`src/rtl/tmr_pkg.sv`:
```
package tmr_pkg;

  typedef enum logic [1:0] {
    MODE_PERIODIC = 2'd0,
    MODE_ONESHOT  = 2'd1,
    MODE_PWM      = 2'd2,
    MODE_OFF      = 2'd3
  } tmr_mode_e;

endpackage

```
`src/rtl/tmr_shadow.sv`:
```
// Shadow registers for the interval length, high time and mode.
// They reload only when the core asks for it (at start or at a wrap).
module tmr_shadow #(
  parameter int CW = 16
) (
  input  logic                clk,
  input  logic                rst,
  input  logic                load,
  input  logic [CW-1:0]       period_in,
  input  logic [CW-1:0]       high_in,
  input  tmr_pkg::tmr_mode_e  mode_in,
  output logic [CW-1:0]       lim_q,
  output logic [CW-1:0]       hi_q,
  output tmr_pkg::tmr_mode_e  mode_q
);
  import tmr_pkg::*;

  // An interval length of zero is treated as one tick.
  function automatic logic [CW-1:0] eff_limit(input logic [CW-1:0] p);
    return (p == '0) ? CW'(1) : p;
  endfunction

  always_ff @(posedge clk) begin
    if (rst) begin
      lim_q  <= CW'(1);
      hi_q   <= '0;
      mode_q <= MODE_OFF;
    end else if (load) begin
      lim_q  <= eff_limit(period_in);
      hi_q   <= high_in;
      mode_q <= mode_in;
    end
  end

endmodule

```
`src/rtl/tmr_core.sv`:
```
// Tick counter with run and single-shot control.
module tmr_core #(
  parameter int CW = 16
) (
  input  logic                clk,
  input  logic                rst,
  input  logic                en,
  input  tmr_pkg::tmr_mode_e  mode_in,
  input  tmr_pkg::tmr_mode_e  mode_r,
  input  logic [CW-1:0]       lim,
  output logic [CW-1:0]       cnt,
  output logic                running,
  output logic                done,
  output logic                ev_start,
  output logic                ev_wrap,
  output logic                ev_load
);
  import tmr_pkg::*;

  // True on the final tick of an interval of length l.
  function automatic logic last_tick(input logic [CW-1:0] c,
                                     input logic [CW-1:0] l);
    return c == (l - CW'(1));
  endfunction

  logic [CW-1:0] cnt_nx;
  logic          run_nx;
  logic          done_nx;

  assign ev_start = !running && en && !done && (mode_in != MODE_OFF);
  assign ev_wrap  = running && en && last_tick(cnt, lim);
  assign ev_load  = ev_start || ev_wrap;

  always_comb begin
    cnt_nx  = cnt;
    run_nx  = running;
    done_nx = done;
    if (!en) begin
      cnt_nx  = '0;
      run_nx  = 1'b0;
      done_nx = 1'b0;
    end else if (ev_start) begin
      cnt_nx = '0;
      run_nx = 1'b1;
    end else if (ev_wrap) begin
      cnt_nx = '0;
      if (mode_r == MODE_ONESHOT) begin
        run_nx  = 1'b0;
        done_nx = 1'b1;
      end else if (mode_in == MODE_OFF) begin
        run_nx = 1'b0;
      end
    end else if (running) begin
      cnt_nx = cnt + CW'(1);
    end
  end

  always_ff @(posedge clk) begin
    if (rst) begin
      cnt     <= '0;
      running <= 1'b0;
      done    <= 1'b0;
    end else begin
      cnt     <= cnt_nx;
      running <= run_nx;
      done    <= done_nx;
    end
  end

endmodule

```
`src/rtl/tmr_outdec.sv`:
```
// Output decode: a single pulse on the last tick, or a duty-cycle level.
module tmr_outdec #(
  parameter int CW = 16
) (
  input  logic                running,
  input  tmr_pkg::tmr_mode_e  mode_r,
  input  logic [CW-1:0]       cnt,
  input  logic [CW-1:0]       lim,
  input  logic [CW-1:0]       hi,
  output logic                q
);
  import tmr_pkg::*;

  function automatic logic pwm_level(input logic [CW-1:0] c,
                                     input logic [CW-1:0] h);
    return c < h;
  endfunction

  function automatic logic end_pulse(input logic [CW-1:0] c,
                                     input logic [CW-1:0] l);
    return c == (l - CW'(1));
  endfunction

  always_comb begin
    q = 1'b0;
    if (running) begin
      unique case (mode_r)
        MODE_PERIODIC, MODE_ONESHOT: q = end_pulse(cnt, lim);
        MODE_PWM:                    q = pwm_level(cnt, hi);
        default:                     q = 1'b0;
      endcase
    end
  end

endmodule

```
`src/rtl/tick_timer.sv`:
```
module tick_timer #(
  parameter int CW = 16
) (
  input  logic          clk,
  input  logic          rst,
  input  logic          en,
  input  logic [1:0]    mode,
  input  logic [CW-1:0] period,
  input  logic [CW-1:0] high_time,
  output logic          q
);
  import tmr_pkg::*;

  tmr_mode_e     mode_in;
  tmr_mode_e     mode_r;
  logic [CW-1:0] lim;
  logic [CW-1:0] hi;
  logic [CW-1:0] cnt;
  logic          running;
  logic          done;
  logic          ev_start;
  logic          ev_wrap;
  logic          ev_load;

  assign mode_in = tmr_mode_e'(mode);

  tmr_shadow #(.CW(CW)) u_shadow (
    .clk       (clk),
    .rst       (rst),
    .load      (ev_load),
    .period_in (period),
    .high_in   (high_time),
    .mode_in   (mode_in),
    .lim_q     (lim),
    .hi_q      (hi),
    .mode_q    (mode_r)
  );

  tmr_core #(.CW(CW)) u_core (
    .clk      (clk),
    .rst      (rst),
    .en       (en),
    .mode_in  (mode_in),
    .mode_r   (mode_r),
    .lim      (lim),
    .cnt      (cnt),
    .running  (running),
    .done     (done),
    .ev_start (ev_start),
    .ev_wrap  (ev_wrap),
    .ev_load  (ev_load)
  );

  tmr_outdec #(.CW(CW)) u_out (
    .running (running),
    .mode_r  (mode_r),
    .cnt     (cnt),
    .lim     (lim),
    .hi      (hi),
    .q       (q)
  );

endmodule

```
`config.mk`:
```
export PLATFORM = sky130hd
export DESIGN_NAME = tick_timer
export DESIGN_NICKNAME = d
export VERILOG_FILES = /design/src/rtl/tmr_pkg.sv /design/src/rtl/tmr_shadow.sv /design/src/rtl/tmr_core.sv /design/src/rtl/tmr_outdec.sv /design/src/rtl/tick_timer.sv
export SDC_FILE = /design/constraint.sdc
export NUM_CORES = 1
export LEC_CHECK = 0
export BUFFER_PORTS_ARGS = -buffer_cell sky130_fd_sc_hd__buf_2
export CORE_MARGIN = 5
export CORE_UTILIZATION = 50
export CTS_BUF_LIST = sky130_fd_sc_hd__clkbuf_16
export DETAILED_ROUTE_END_ITERATION = 7
export PLACE_DENSITY = 0.7
export SETUP_SLACK_MARGIN = 0.4
export SYNTH_ARGS = -nofsm -noshare
export SYNTH_HDL_FRONTEND = slang
export SYNTH_SLANG_ARGS = --single-unit
```
`constraint.sdc`:
```
create_clock -name clk -period 3.9 [get_ports clk]
set_input_delay 0.585 -clock clk [delete_from_list [all_inputs] [get_ports clk]]
set_output_delay 0.585 -clock clk [all_outputs]
set_load 0.1 [all_outputs]
```
## Word level (Yosys, flattened, before mapping)

Index checks and enable logic that the tools add are counted.

| word-level totals | value |
|---|---|
| register bits | 52 |
| input port bits | 37 |
| output and inout port bits | 1 |
| word-level logic and storage cells | 40 |

| cells by class | value |
|---|---|
| add/subtract/negate cells | 2 |
| magnitude comparators | 1 |
| equality and inequality tests | 5 |
| multiplexer cells | 7 |
| bitwise logic cells | 2 |
| reduce and logical (&&, ||, !) cells | 17 |

Operators with widths:

| cell | count |
|---|---|
| $add A16 B1 Y16 const B | 1 |
| $eq A16 B16 Y1 | 1 |
| $logic_not A16 Y1 | 1 |
| $lt A16 B16 Y1 | 1 |
| $mux W16 | 1 |
| $sub A16 B1 Y16 const B | 1 |
| $logic_and A1 B1 Y1 | 5 |
| $mux W1 | 5 |
| $eq A2 B2 Y1 const B | 2 |
| $reduce_or A2 Y1 | 2 |
| $reduce_or A4 Y1 | 1 |
| $reduce_and A3 Y1 | 1 |
| $reduce_bool A3 Y1 | 1 |
| $eq A2 B1 Y1 const B | 1 |
| $logic_not A1 Y1 | 2 |
| $logic_not A2 Y1 | 1 |
| $ne A2 B2 Y1 const B | 1 |
| $not A1 Y1 | 2 |
| $pmux W1 S2 | 1 |
| $reduce_and A2 Y1 | 1 |
| $reduce_bool A2 Y1 | 1 |
| $logic_or A1 B1 Y1 | 1 |

## Longest topological paths before layout

| logic depth | value |
|---|---|
| depth after elaboration | 6 |
| depth in mapped cells | 11 |
| mapped depth without buffers | 9 |

## Hierarchy

Synthesis repeated with hierarchy kept, for this count alone.

| unflattened totals | value |
|---|---|
| cells, all modules | 409 |
| area, all modules | 3590.9 um^2 |

Modules (own cells, without submodules):

| module | times used | cells each | area an instance (um^2) | seq. area each (um^2) |
|---|---|---|---|---|
| tmr_core | 1 | 167 | 1391.3 | 360.3 |
| tmr_shadow | 1 | 116 | 1292.5 | 680.7 |
| tmr_outdec | 1 | 126 | 907.1 | 0.0 |

## Worst setup path before layout

No wires, ideal clock.

| timing path | value |
|---|---|
| path kind | register to output |
| start | reg u_shadow.lim_q[2] |
| end | out q |
| arrival | 2.455 ns |
| setup slack | 0.860 ns |
| stages on the path, launching flop included | 7 |
| path buffers | 0 |
| path through | dfxtp_1 -> nor4_4 -> nand4_2 -> or4_1 -> a2bb2oi_1 -> and4_4 -> a21o_1 |

| on the way | value |
|---|---|
| cells in the longest elaborated chain, start to end | 4 |

Ends and longest elaborated chain:

| element | line | text |
|---|---|---|
| start, declared | tmr_shadow.sv:12 | `output logic [CW-1:0] lim_q,` |
| start signal, assigned | tmr_shadow.sv:29 | `lim_q <= eff_limit(period_in);` |
| $sub A16 B1 Y16 | tmr_outdec.sv:21 | `return c == (l - CW'(1));` |
| $eq A16 B16 Y1 | tmr_outdec.sv:21 |  |
| $pmux W1 S2 | tmr_outdec.sv:27 | `unique case (mode_r)` |
| $mux W1 | tmr_outdec.sv:26 | `if (running) begin` |
| end, declared | tick_timer.sv:10 | `output logic q` |

Every way passes these cells.

## Worst setup path after layout

Same ends and word-level chain as after synthesis.

==> out/results.txt <==
Status: finished clean
Crit-path cells: nor4_4 > nand4_2 > or4_1 > a2bb2oi_1 > and4_4 > a21o_1 > clkbuf_4
Compound-Gate Fraction of Synth Area: 7.49%
CTS Buf Count: 5
CP max stage delay: 0.52 ns
FP Rows: 29
Syn Inst Count: 365
First-pass GRT wire length: 11500 microns
Met3 GRT Util: 3.08%
Final setup viols: 0
Dpl ws: 0.767 ns
WP data required: 3.31 ns
Pwr dens: 339 nW/um^2
Logic pwr share: 15.9%
Reg power frac: 47.8%
1st-iter DRT viols: 262
Seq cells post-synth: 52
Die area: 8150 sq um
Ratio of cells with drive above 1 in the final layout: 13.7%
Register area: 1040 sq um
TritonCTS clock tree: built
Post-DP HPWL: 5140 microns
Die Span Y: 90.3 microns
Global-route total usage across every layer: 16.6%
Post-DR wirelength/cell: 14.4 microns
Die Wd: 90.3 microns
Internal: 0.894 mW
Antenna cells: 0
Worst path top cell family by delay: simple AND/OR/NAND/NOR gates
Reg clk slew, reported paths: 0.07 ns
Final Slew Violations: 0
Worst Max-Slew Pin Slew: 0.821 ns
Core area: 6310 sq um
Sequential fraction of the synthesis area: 32.3%
Yosys warns: 0
Final hold violation count: 0
Clock H-tree levels: 2
Post-synth cell types: 45
Grt ovf: 0
Vias per std cell: 5.29
Main combinational cell family by area after synthesis: simple AND/OR/NAND/NOR gates
Global-route track usage on met2: 25.7%
Vias in the first global route: 2334
Initial antenna violation count: 0
Min-Delay Path Class: reg -> reg
Synth-to-layout area growth: 11.6%
Initial Utilization: 51.1%
Final net count: 448
Final worst slack: 0.528 ns
Met1 Usage GRT: 24.3%
Clk_lat worst skew: 0.29 ns
FMAX: 0.297 GHz
Slew headroom: 45.3%
Adder-cell area share of the yosys netlist: 6.60%
Drt pass-1 iters: 4
WS Path Type: reg -> out
Fin util: 57.0%
Commonest non-fill, non-tap cells in the layout: nand2b_1, dfxtp_1, buf_2, mux2i_1, nor2_1
Hold Crit Depth: 2
Syn Nets: 419
Routed WL: 6770 microns
Critical path buffers and inverters: 1
Max cap viols: 0
Crit Path Max Fanout: 7
Main synth FF type: dfxtp_1
Pin count of the biggest net entering global routing: 70
Clock sinks: 52
Final std cells w/o fill: 472
Port buffer count: 37
Worst-path cell with the longest stage delay: or4_1
CTS Hold Bufs: 0
Clock Path Buffers: 2
Simple-gate portion of the synthesized area: 27.6%
Period utilization: 86.5%
Mux cell area share after synthesis: 10.9%
Area of the mapped netlist: 3220 sq um
Fin Setup TNS: 0 ns
Drc violations: 0
Reg2Reg Depth: 8
Most used routing layer: met2
Routability cong.: 0.897
Leak Pwr: 1.59 nW
Switching Share: 26.7%
Crit path depth: 7
Clk pwr share: 36.3%
Fill cell count: 597
Sw Pwr: 0.326 mW
CP startpoint kind: flop
Unrepaired setup endpoints after global routing: no
XOR/XNOR Fraction of Synth Area: 9.78%
Area of the multi-input gates: 2030 sq um
Design Power: 1.22 mW
Number of enable flip-flop cells after synthesis: 0
Final Skew: 0.00908 ns
Endpoint type of the worst setup path: output port
WP data arrival: 2.79 ns
Post-synth ARST share: 0%
Via count: 2495
Mean Syn Cell Area: 8.83 sq um
Worst VDD drop: 273 uV
Routed Antenna Nets: 0
Root Buffer: clkbuf_16
Ports: 38
Min Tclk post-route: 3.37 ns
Most common cell after layout, fill and taps aside: nand2b_1
Placed instance count: 464
[cell families (layout without fill, tap and decap cells)]
kind of cell,Yosys count,count (layout)
muxes,35,35
DFF,52,52
AOI/OAI and AO/OA,34,34
xor gates and xnor gates,36,36
buffers and inverters,37,67
adders and majority gates,17,17
and+or+nand+nor,154,154
[tightest hold or removal path: stages (launching register included)]
cell,delay [ns]
dfxtp_1,0.31
nand2b_1,0.06
mux2i_1,0.06
[sequential cells by signal, indices dropped and copies added (netlist names)]
signal / count
u_core.cnt: 16
u_shadow.hi_q: 16
u_shadow.lim_q: 16
u_shadow.mode_q: 2
u_core.done: 1
u_core.running: 1
[metal layers]
layer	up-vias	routed length (microns)
li1	1308	-
met1	1131	3370
met2	52	3050
met3	4	316
met4	0	40
met5	-	0
[synthesized netlist by cell type, drive strengths merged (4+ instances only)]
cell | n | area share, %
nand2b | 65 | 13
dfxtp | 52 | 32
mux2i | 35 | 11
nor2 | 29 | 3.4
xor2 | 22 | 6.0
inv | 21 | 2.4
ha | 17 | 6.6
xnor2 | 14 | 3.8
nor4 | 12 | 2.8
clkbuf | 10 | 1.2
nand3 | 9 | 1.4
nand4 | 9 | 1.9
nand2 | 8 | 0.93
a21o | 7 | 1.6
o21ai | 7 | 1.2
buf | 6 | 1.8
a21oi | 5 | 0.78
nor3 | 4 | 0.62
or3 | 4 | 0.78
or4 | 4 | 0.93
[power by group through the flow]
stage / sequential, mW / combinational, mW / clock [mW]
5_1_grt: 0.588 / 0.214 / 0.477
2_1_floorplan: 0.585 / 0.152 / 0
3_3_place_gp: 0.593 / 0.191 / 0
4_1_cts: 0.582 / 0.194 / 0.456
6_report: 0.583 / 0.194 / 0.443
3_5_place_dp: 0.595 / 0.193 / 0
[area by class of cell]
cell class | count | area share, %
Clock buffer | 5 | 3.48
Inverter | 21 | 2.19
Multi-Input combinational cell | 276 | 56.3
Sequential cell | 52 | 28.9
Clock inverter | 3 | 0.591
Tap cell | 77 | 2.68
Timing Repair Buffer | 38 | 5.77
[worst paths after layout]
kind,startpoint,slack (ns),endpoint
worst min-delay path,u_shadow.hi_q[1],0.48,u_shadow.hi_q[1]
worst min register to register,u_shadow.hi_q[1],0.48,u_shadow.hi_q[1]
worst max-delay path,u_shadow.lim_q[2],0.53,q
worst max register to register,u_shadow.lim_q[2],1.04,u_shadow.mode_q[1]
[timing repair]
| item | in CTS | in global routing |
|---|---|---|
| endpoints found under the setup margin | 0 | 1 |
| resized for setup | 0 | 3 |
| buffers inserted | 0 | 0 |
[through the flow]
step | area [sq um] | hold slack, ns
floorplan | 3220 | 0.439
global placement | 3440 | 0.462
detailed placement | 3440 | 0.464
CTS | 3580 | 0.480
global route | 3600 | 0.495
finish | 3600 | 0.477
Power figures use the tool's default switching activity.
